File: config.mk
export PLATFORM = sky130hd
export DESIGN_NAME = pfd_lock
export DESIGN_NICKNAME = d
export VERILOG_FILES = /design/src/rtl/pfd_lock.sv
export SDC_FILE = /design/constraint.sdc
export NUM_CORES = 1
export LEC_CHECK = 0
export ABC_AREA = 1
export BUFFER_PORTS_ARGS = -buffer_cell sky130_fd_sc_hd__buf_4
export CELL_PAD_IN_SITES_DETAIL_PLACEMENT = 0
export CELL_PAD_IN_SITES_GLOBAL_PLACEMENT = 1
export CORE_UTILIZATION = 40
export CTS_CLUSTER_SIZE = 20
export DETAILED_ROUTE_END_ITERATION = 6
export GPL_ROUTABILITY_DRIVEN = 0
export HOLD_SLACK_MARGIN = 0.05
export PLACE_DENSITY = 0.76
export SLEW_MARGIN = 20
export SYNTH_ARGS = -nofsm -noshare
export SYNTH_HDL_FRONTEND = slang
export SYNTH_SLANG_ARGS = --single-unit
File: constraint.sdc
create_clock -name clk -period 1.75 [get_ports clk]
set_input_delay 0.4375 -clock clk [delete_from_list [all_inputs] [get_ports clk]]
set_output_delay 0.4375 -clock clk [all_outputs]
set_load 0.005 [all_outputs]
File: src/rtl/pfd_lock.sv
`timescale 1ns/1ps
module pfd_lock #(
  parameter int LOCK_RUN = 4,
  parameter int LOCK_TOL = 2,
  parameter int CNT_W    = 8
) (
  input  logic clk,
  input  logic rst_n,
  input  logic ref_in,
  input  logic vco_in,
  input  logic invert,
  input  logic de_ena,
  input  logic se_ena,
  output logic ref_lead,
  output logic vco_lead,
  output logic pump_up,
  output logic pump_dn,
  output logic pump_drive,
  output logic locked
);
  localparam int RUN_W = $clog2(LOCK_RUN + 1);

  logic             ref_q, vco_q;
  logic             hold_r, hold_v;
  logic [CNT_W-1:0] err_cnt;
  logic [RUN_W-1:0] run_cnt;

  wire ref_edge = ref_in & ~ref_q;
  wire vco_edge = vco_in & ~vco_q;
  wire both     = hold_r & hold_v;
  wire single   = hold_r ^ hold_v;
  wire cmp_ok   = err_cnt <= CNT_W'(LOCK_TOL);

  wire up_src = invert ? hold_v : hold_r;
  wire dn_src = invert ? hold_r : hold_v;

  assign ref_lead   = de_ena & up_src;
  assign vco_lead   = de_ena & dn_src;
  assign pump_up    = se_ena & up_src & ~dn_src;
  assign pump_dn    = se_ena & dn_src & ~up_src;
  assign pump_drive = pump_up | pump_dn;

  always_ff @(posedge clk or negedge rst_n) begin
    if (!rst_n) begin
      ref_q  <= 1'b0;
      vco_q  <= 1'b0;
      hold_r <= 1'b0;
      hold_v <= 1'b0;
    end else begin
      ref_q  <= ref_in;
      vco_q  <= vco_in;
      hold_r <= (hold_r & ~both) | ref_edge;
      hold_v <= (hold_v & ~both) | vco_edge;
    end
  end

  always_ff @(posedge clk or negedge rst_n) begin
    if (!rst_n) begin
      err_cnt <= '0;
      run_cnt <= '0;
      locked  <= 1'b0;
    end else if (both) begin
      err_cnt <= '0;
      if (cmp_ok) begin
        if (run_cnt != RUN_W'(LOCK_RUN)) run_cnt <= run_cnt + 1'b1;
        locked <= run_cnt >= RUN_W'(LOCK_RUN - 1);
      end else begin
        run_cnt <= '0;
        locked  <= 1'b0;
      end
    end else if (single && err_cnt != '1) begin
      err_cnt <= err_cnt + 1'b1;
    end
  end
endmodule

==> impl_metrics.yaml, run 1 <==
floorplan:
  num_io_pins: 13
  coreArea_mm2: 0.00230
  rows: 17
  die_x_um: 52.2
  die_height_um: 52.2
  initial_core_util_pct: 43.8
  dieArea_mm2: 0.00272
global_route:
  grt_pass1_wl_um: 3590
  grt_max_degree: 17
  grt_pass1_vias: 830
  antenna_found_initial: 0
  grt_util_all_layers_pct: 18.0
  overflow: 0
setup_path:
  worst_setup_path_start_kind: "flop"
  worstSetupPathType: "reg -> out"
  worst_r2r_startpoint: "err_cnt[1]"
  path_max_fanout: 4
  worstPathRequired_ns: 1.31
  crit_path_start: "hold_v"
  endpoint_kind: "primary output"
  cp.arrival_ns: 1.29
  rr_worst_depth: 6
cells_and_area:
  nets: 174
  diodes: 0
  synthToLayoutAreaGrowth_pct: 21.1
  layout_commonest_cell: "nand2_1"
  final.fill_count: 232
  drive_above_1_share_pct: 22.3
  final_cell_mix: "nand2_1 (41), buf_4 (20), inv_1 (18)"
min_path:
  hp-class: "in -> reg"
  whs_path_depth: 1
  hp-start: "vco_in"
logic_synthesis:
  syn_area_mm2: 0.00101
  syn-num-nets: 150
  ys_ff_latch: 16
  ys_seq_area_share_pct: 39.8
  synthCells: 135
  yosysWarnings: 0
  syn_avg_cell_area_um2: 7.46
  synth_cell_type_count: 21
pwr:
  pwr-share-comb_pct: 41.8
  ir_drop_v: 0.000585
  power.internal_mw: 0.764
  p_leak_nw: 0.666
  total_power_mw: 1.27
  swShare_pct: 39.9
  power_density_mw_per_mm2: 1040
  p_sw_mw: 0.508
  clkPwrFrac_pct: 15.1
  power_frac_seq_pct: 43.1
sta:
  timing.final.crit_share_pct: 98.7
  relSlewSlack_pct: 71.2
  worstMarginPinSlew_ns: 0.432
  fmax_mhz: 579
  holdWs_ns: 0.277
  maxSlewViolCount: 0
  finalSetupTns_ns: 0
  skew_ns: 0.0116
  setup_viol: 0
  report.final.hold_viol_count: 0
  layout_setup_ws_ns: 0.0219
  rsz0062_at_grt: "true"
  min_period_ns: 1.73
placement:
  dpl.hpwl_um: 1510
  port_buffers: 12
  post-place-ws_ns: 0.0623
detailed_routing:
  drt_iter0_markers: 22
  wl_per_cell_um: 10.9
  dr.pass1.iters: 4
  vias: 916
  via_per_inst: 4.95
  routed_wl_um: 2020
  antenna_left: 0
  drc: 0
flow_run:
  drv_cap: 0
clocking:
  clkSinkCount: 16
  cts_tree: "yes"
  cts-htree-levels: 1
  cts_root_buf: "clkbuf_4"
  cts_buffers: 3
  cts_buffer_depth: 2
  clk_pin_slew_ns: 0.09
  clk_latency_ns: 0.28
status:
  run_status: "finished clean"
## synthesized netlist by cell type
| library cell | n | area [um2] |
|---|---|---|
| inv_1 | 19 | 71.3 |
| ha_1 | 8 | 100 |
| o21ai_0 | 4 | 20.0 |
| dfrtp_1 | 16 | 400 |
| nand2_4 | 1 | 11.3 |
| clkinv_2 | 1 | 5.00 |
| nor2_2 | 3 | 18.8 |
| nand2_1 | 42 | 158 |
| nor2_1 | 13 | 48.8 |
| nand2_2 | 2 | 12.5 |
| nor3b_1 | 1 | 7.51 |
| xor2_1 | 1 | 8.76 |
| a21oi_1 | 1 | 5.00 |
| buf_2 | 1 | 5.00 |
| buf_6 | 1 | 11.3 |
| nand4_1 | 6 | 37.5 |
| o211ai_1 | 1 | 7.51 |
| o21bai_1 | 3 | 22.5 |
| nand3_1 | 6 | 30.0 |
| o21ai_1 | 4 | 20.0 |
| o22ai_1 | 1 | 6.26 |
## stage by stage
| stage | cell area [um2] | instances | util [%] |
|---|---|---|---|
| floorplan | 1010 | 135 | - |
| global placement | 1150 | 177 | 49.9 |
| detailed placement | 1150 | 177 | 49.9 |
| CTS | 1200 | 183 | 52.1 |
| global route | 1220 | 185 | 53.1 |
| finish | 1220 | 185 | 53.1 |
## power by group through the flow
stage	Combinational [mW]	Sequential (mW)	Clock (mW)
6_report	0.532	0.548	0.192
5_1_grt	0.638	0.561	0.223
4_1_cts	0.533	0.545	0.200
3_5_place_dp	0.513	0.554	0
3_3_place_gp	0.499	0.552	0
2_1_floorplan	0.380	0.527	0
## path summary, 6_finish.rpt
path	end	slack, ns
worst max-delay path	pump_drive	0.02
worst min-delay path	vco_q	0.28
worst max register to register	err_cnt[0]	0.25
worst min register to register	hold_r	0.43
max in group asynchronous	hold_v	1.00
min in group asynchronous	err_cnt[6]	0.54
## critical path, cell delays in order (launching register included)
cell     delay, ns
dfrtp_2       0.45
inv_2         0.07
nand2_2       0.05
o21ai_2       0.07
nand2_1       0.09
o22ai_1       0.16
buf_4         0.13
## sequential cells by signal, indices dropped and copies added, names as in the netlist
signal   flops
err_cnt      8
run_cnt      3
hold_r       1
hold_v       1
locked       1
ref_q        1
vco_q        1
## per-layer routing
metal	vias to the layer above	routed length, um	track usage [%]
met5	-	0	0
met4	0	17	6.58
met3	2	61	2.61
met2	15	928	28.2
li1	475	-	-
met1	424	1010	25.1
## logic make-up after synthesis
logic type      Yosys count  synth area share [%]
simple gates             74                  32.2
buf+inv                  22                  9.19
flops                    16                  39.8
compound gates           14                  8.07
fa+ha+maj                 8                  9.94
xor+xnor                  1                 0.870
## what timing repair did
action,4_1_cts,5_1_grt
pin swaps,0,2
resized for setup,3,4
setup buffers,2,2
hold buffers,1,0
setup endpoints to repair,5,5
hold endpoints to repair,16,0
## final cells by class
cell class | instances | area [um2] | area share [%]
Sequential cell | 16 | 402 | 32.9
Inverter | 20 | 76.3 | 6.26
Timing Repair Buffer | 21 | 160 | 13.1
Clock buffer | 3 | 22.5 | 1.85
Multi-Input combinational cell | 97 | 524 | 43.0
Tap cell | 28 | 35.0 | 2.87
(Power assumes the default switching activity.)
==> run 2, diff against run 1 <==
==> constraint.sdc (replaced) <==
create_clock -name clk -period 1.75 [get_ports clk]
set_input_delay 0.0875 -clock clk [delete_from_list [all_inputs] [get_ports clk]]
set_output_delay 0.0875 -clock clk [all_outputs]
set_load 0.005 [all_outputs]
==> run 2 against run 1 <==
Sequential share of layout area up 0.94 points. Flip-flop and latch count stayed put. Maximum frequency grew 11%. Core utilization decreased by 1.6 points. Register-to-register slack lost 0.04 ns. Design area fell by 3.1%. Critical path depth decreased by 2. Setup slack gained 0.18 ns. Clock skew is 0.0057 ns lower. Clock power rose by 30%. Combinational power fell by 7.5%.
==> impl_metrics.yaml, run 2 (synthesized netlist as in run 1, its figures left out) <==
setup_path:
  path_max_fanout: 4
  path_cells: "o21ai_0, nand2_1, o22ai_1, buf_4"
  slowest_stage: "dfrtp_1"
  worst_setup_path_start_kind: "flop"
  endpoint_kind: "primary output"
  reg2reg_slack_ns: 0.21
  slowest_delay_ns: 0.44
  worstPathRequired_ns: 1.66
  worstSetupPathType: "reg -> out"
  cp.arrival_ns: 1.46
placement:
  dpl.hpwl_um: 1510
  place_inst: 173
  port_buffers: 12
  place_area_mm2: 0.00112
detailed_routing:
  routed_wl_um: 2020
  vias: 869
  dr.pass1.iters: 4
  drt_iter0_markers: 15
  drc: 0
  via_per_inst: 4.83
  antenna_left: 0
  wl_per_cell_um: 11.2
pwr:
  ir_drop_v: 0.000505
  p_leak_nw: 0.642
  power_density_mw_per_mm2: 1090
status:
  run_status: "finished clean"
sta:
  maxSlewViolCount: 0
  report.final.hold_viol_count: 0
  finalSetupTns_ns: 0
  min_period_ns: 1.55
  skew_ns: 0.00590
  rsz0062_at_grt: "false"
  setup_viol: 0
  holdWs_ns: 0.183
  worstMarginPinSlew_ns: 0.382
  relSlewSlack_pct: 74.3
  timing.final.crit_share_pct: 88.7
  fmax_mhz: 644
cells_and_area:
  sequential_cell_area_um2: 400
  synthToLayoutAreaGrowth_pct: 17.4
  largest_reg_flops: 8
  postLayoutCellArea_mm2: 0.00118
  largestRegisters: "err_cnt: 8 flops, run_cnt: 3 flops"
  final_cell_mix: "nand2_1 (42), inv_1 (19), dfrtp_1 (16)"
  layout_commonest_cell: "nand2_1"
  multi_input_area_um2: 514
  drive_above_1_share_pct: 15.1
  final_cells: 180
  diodes: 0
  final.fill_count: 233
  nets: 168
  top_register: "err_cnt"
clocking:
  clk_pin_slew_ns: 0.10
  cts_buffer_depth: 2
  cts_setup_buffers: 0
  cts_root_buf: "clkbuf_4"
  cts_buffers: 3
  cts-htree-levels: 1
  cts_tree: "yes"
  clk_latency_ns: 0.29
  clkSinkCount: 16
floorplan:
  die_x_um: 52.2
  initial_core_util_pct: 43.8
  dieArea_mm2: 0.00272
  coreArea_mm2: 0.00230
  die_height_um: 52.2
  rows: 17
  num_io_pins: 13
global_route:
  grt_pass1_wl_um: 3370
  grt_max_degree: 17
  antenna_found_initial: 0
  grt_pass1_vias: 777
  overflow: 0
  grt_util_all_layers_pct: 17.4
flow_run:
  drv_cap: 0
min_path:
  hp-class: "in -> async"
run 2: cell count changes in the layout (fill, tap and decap cells not counted), sizes merged:
| cell | previous run | this run |
|---|---|---|
| buf | 20 | 12 |
| dlygate4sd3 | 1 | 3 |
| clkbuf | 3 | 4 |
run 2: what timing repair did:
| item | in CTS | in global routing |
|---|---|---|
| endpoints found under the setup margin | 0 | 1 |
| hold buffers | 3 | 0 |
| resized for setup | 0 | 1 |
| hold endpoints to repair | 20 | 0 |
run 2: path summary, 6_finish.rpt:
kind / to / start / cells after the start
worst max register to register: err_cnt[3] / hold_v / 6
min in group clk: hold_r / ref_q / 1
worst max-delay path: pump_drive / hold_v / 4
worst min-delay path: vco_q / rst_n / 2
worst min register to register: hold_r / ref_q / 1
max in group asynchronous: err_cnt[1] / rst_n / 2
run 2: area by class of cell:
class                           count  share of cell area (%)
Timing Repair Buffer               15                    10.2
Inverter                           20                    6.46
Multi-Input combinational cell     97                    43.5
Clock buffer                        4                    3.07
Sequential cell                    16                    33.9
Tap cell                           28                    2.96
run 2: power by group:
group          switching, mW  total (mW)  internal [mW]
logic                  0.295       0.492          0.197
registers             0.0887       0.546          0.457
clock network          0.123       0.249          0.127
run 2: per-layer routing:
metal  share of wire, %  vias to the layer above  wire length [um]  global-route usage [%]
met3                3.7                        2                75                    3.48
met5                  0                        -                 0                       0
met2                 45                       13               910                    26.3
li1                   -                      462                 -                       -
met4               0.84                        0                17                    7.89
met1                 50                      392              1010                    23.7
run 2: per-stage QoR:
step	setup WS [ns]	power, mW	util [%]
floorplan	0.498	0.907	-
global placement	0.268	1.04	48.6
detailed placement	0.226	1.04	48.6
CTS	0.120	1.31	51.5
global route	0.0882	1.41	51.5
finish	0.198	1.29	51.5
run 2: worst max-delay path: cells and delay by family (launching register included):
kind	cells	cell delay, ns
AND/OR/NAND/NOR	1	0.12
buffers and inverters	1	0.13
flip-flops	1	0.44
AO/OA/AOI/OAI	2	0.49
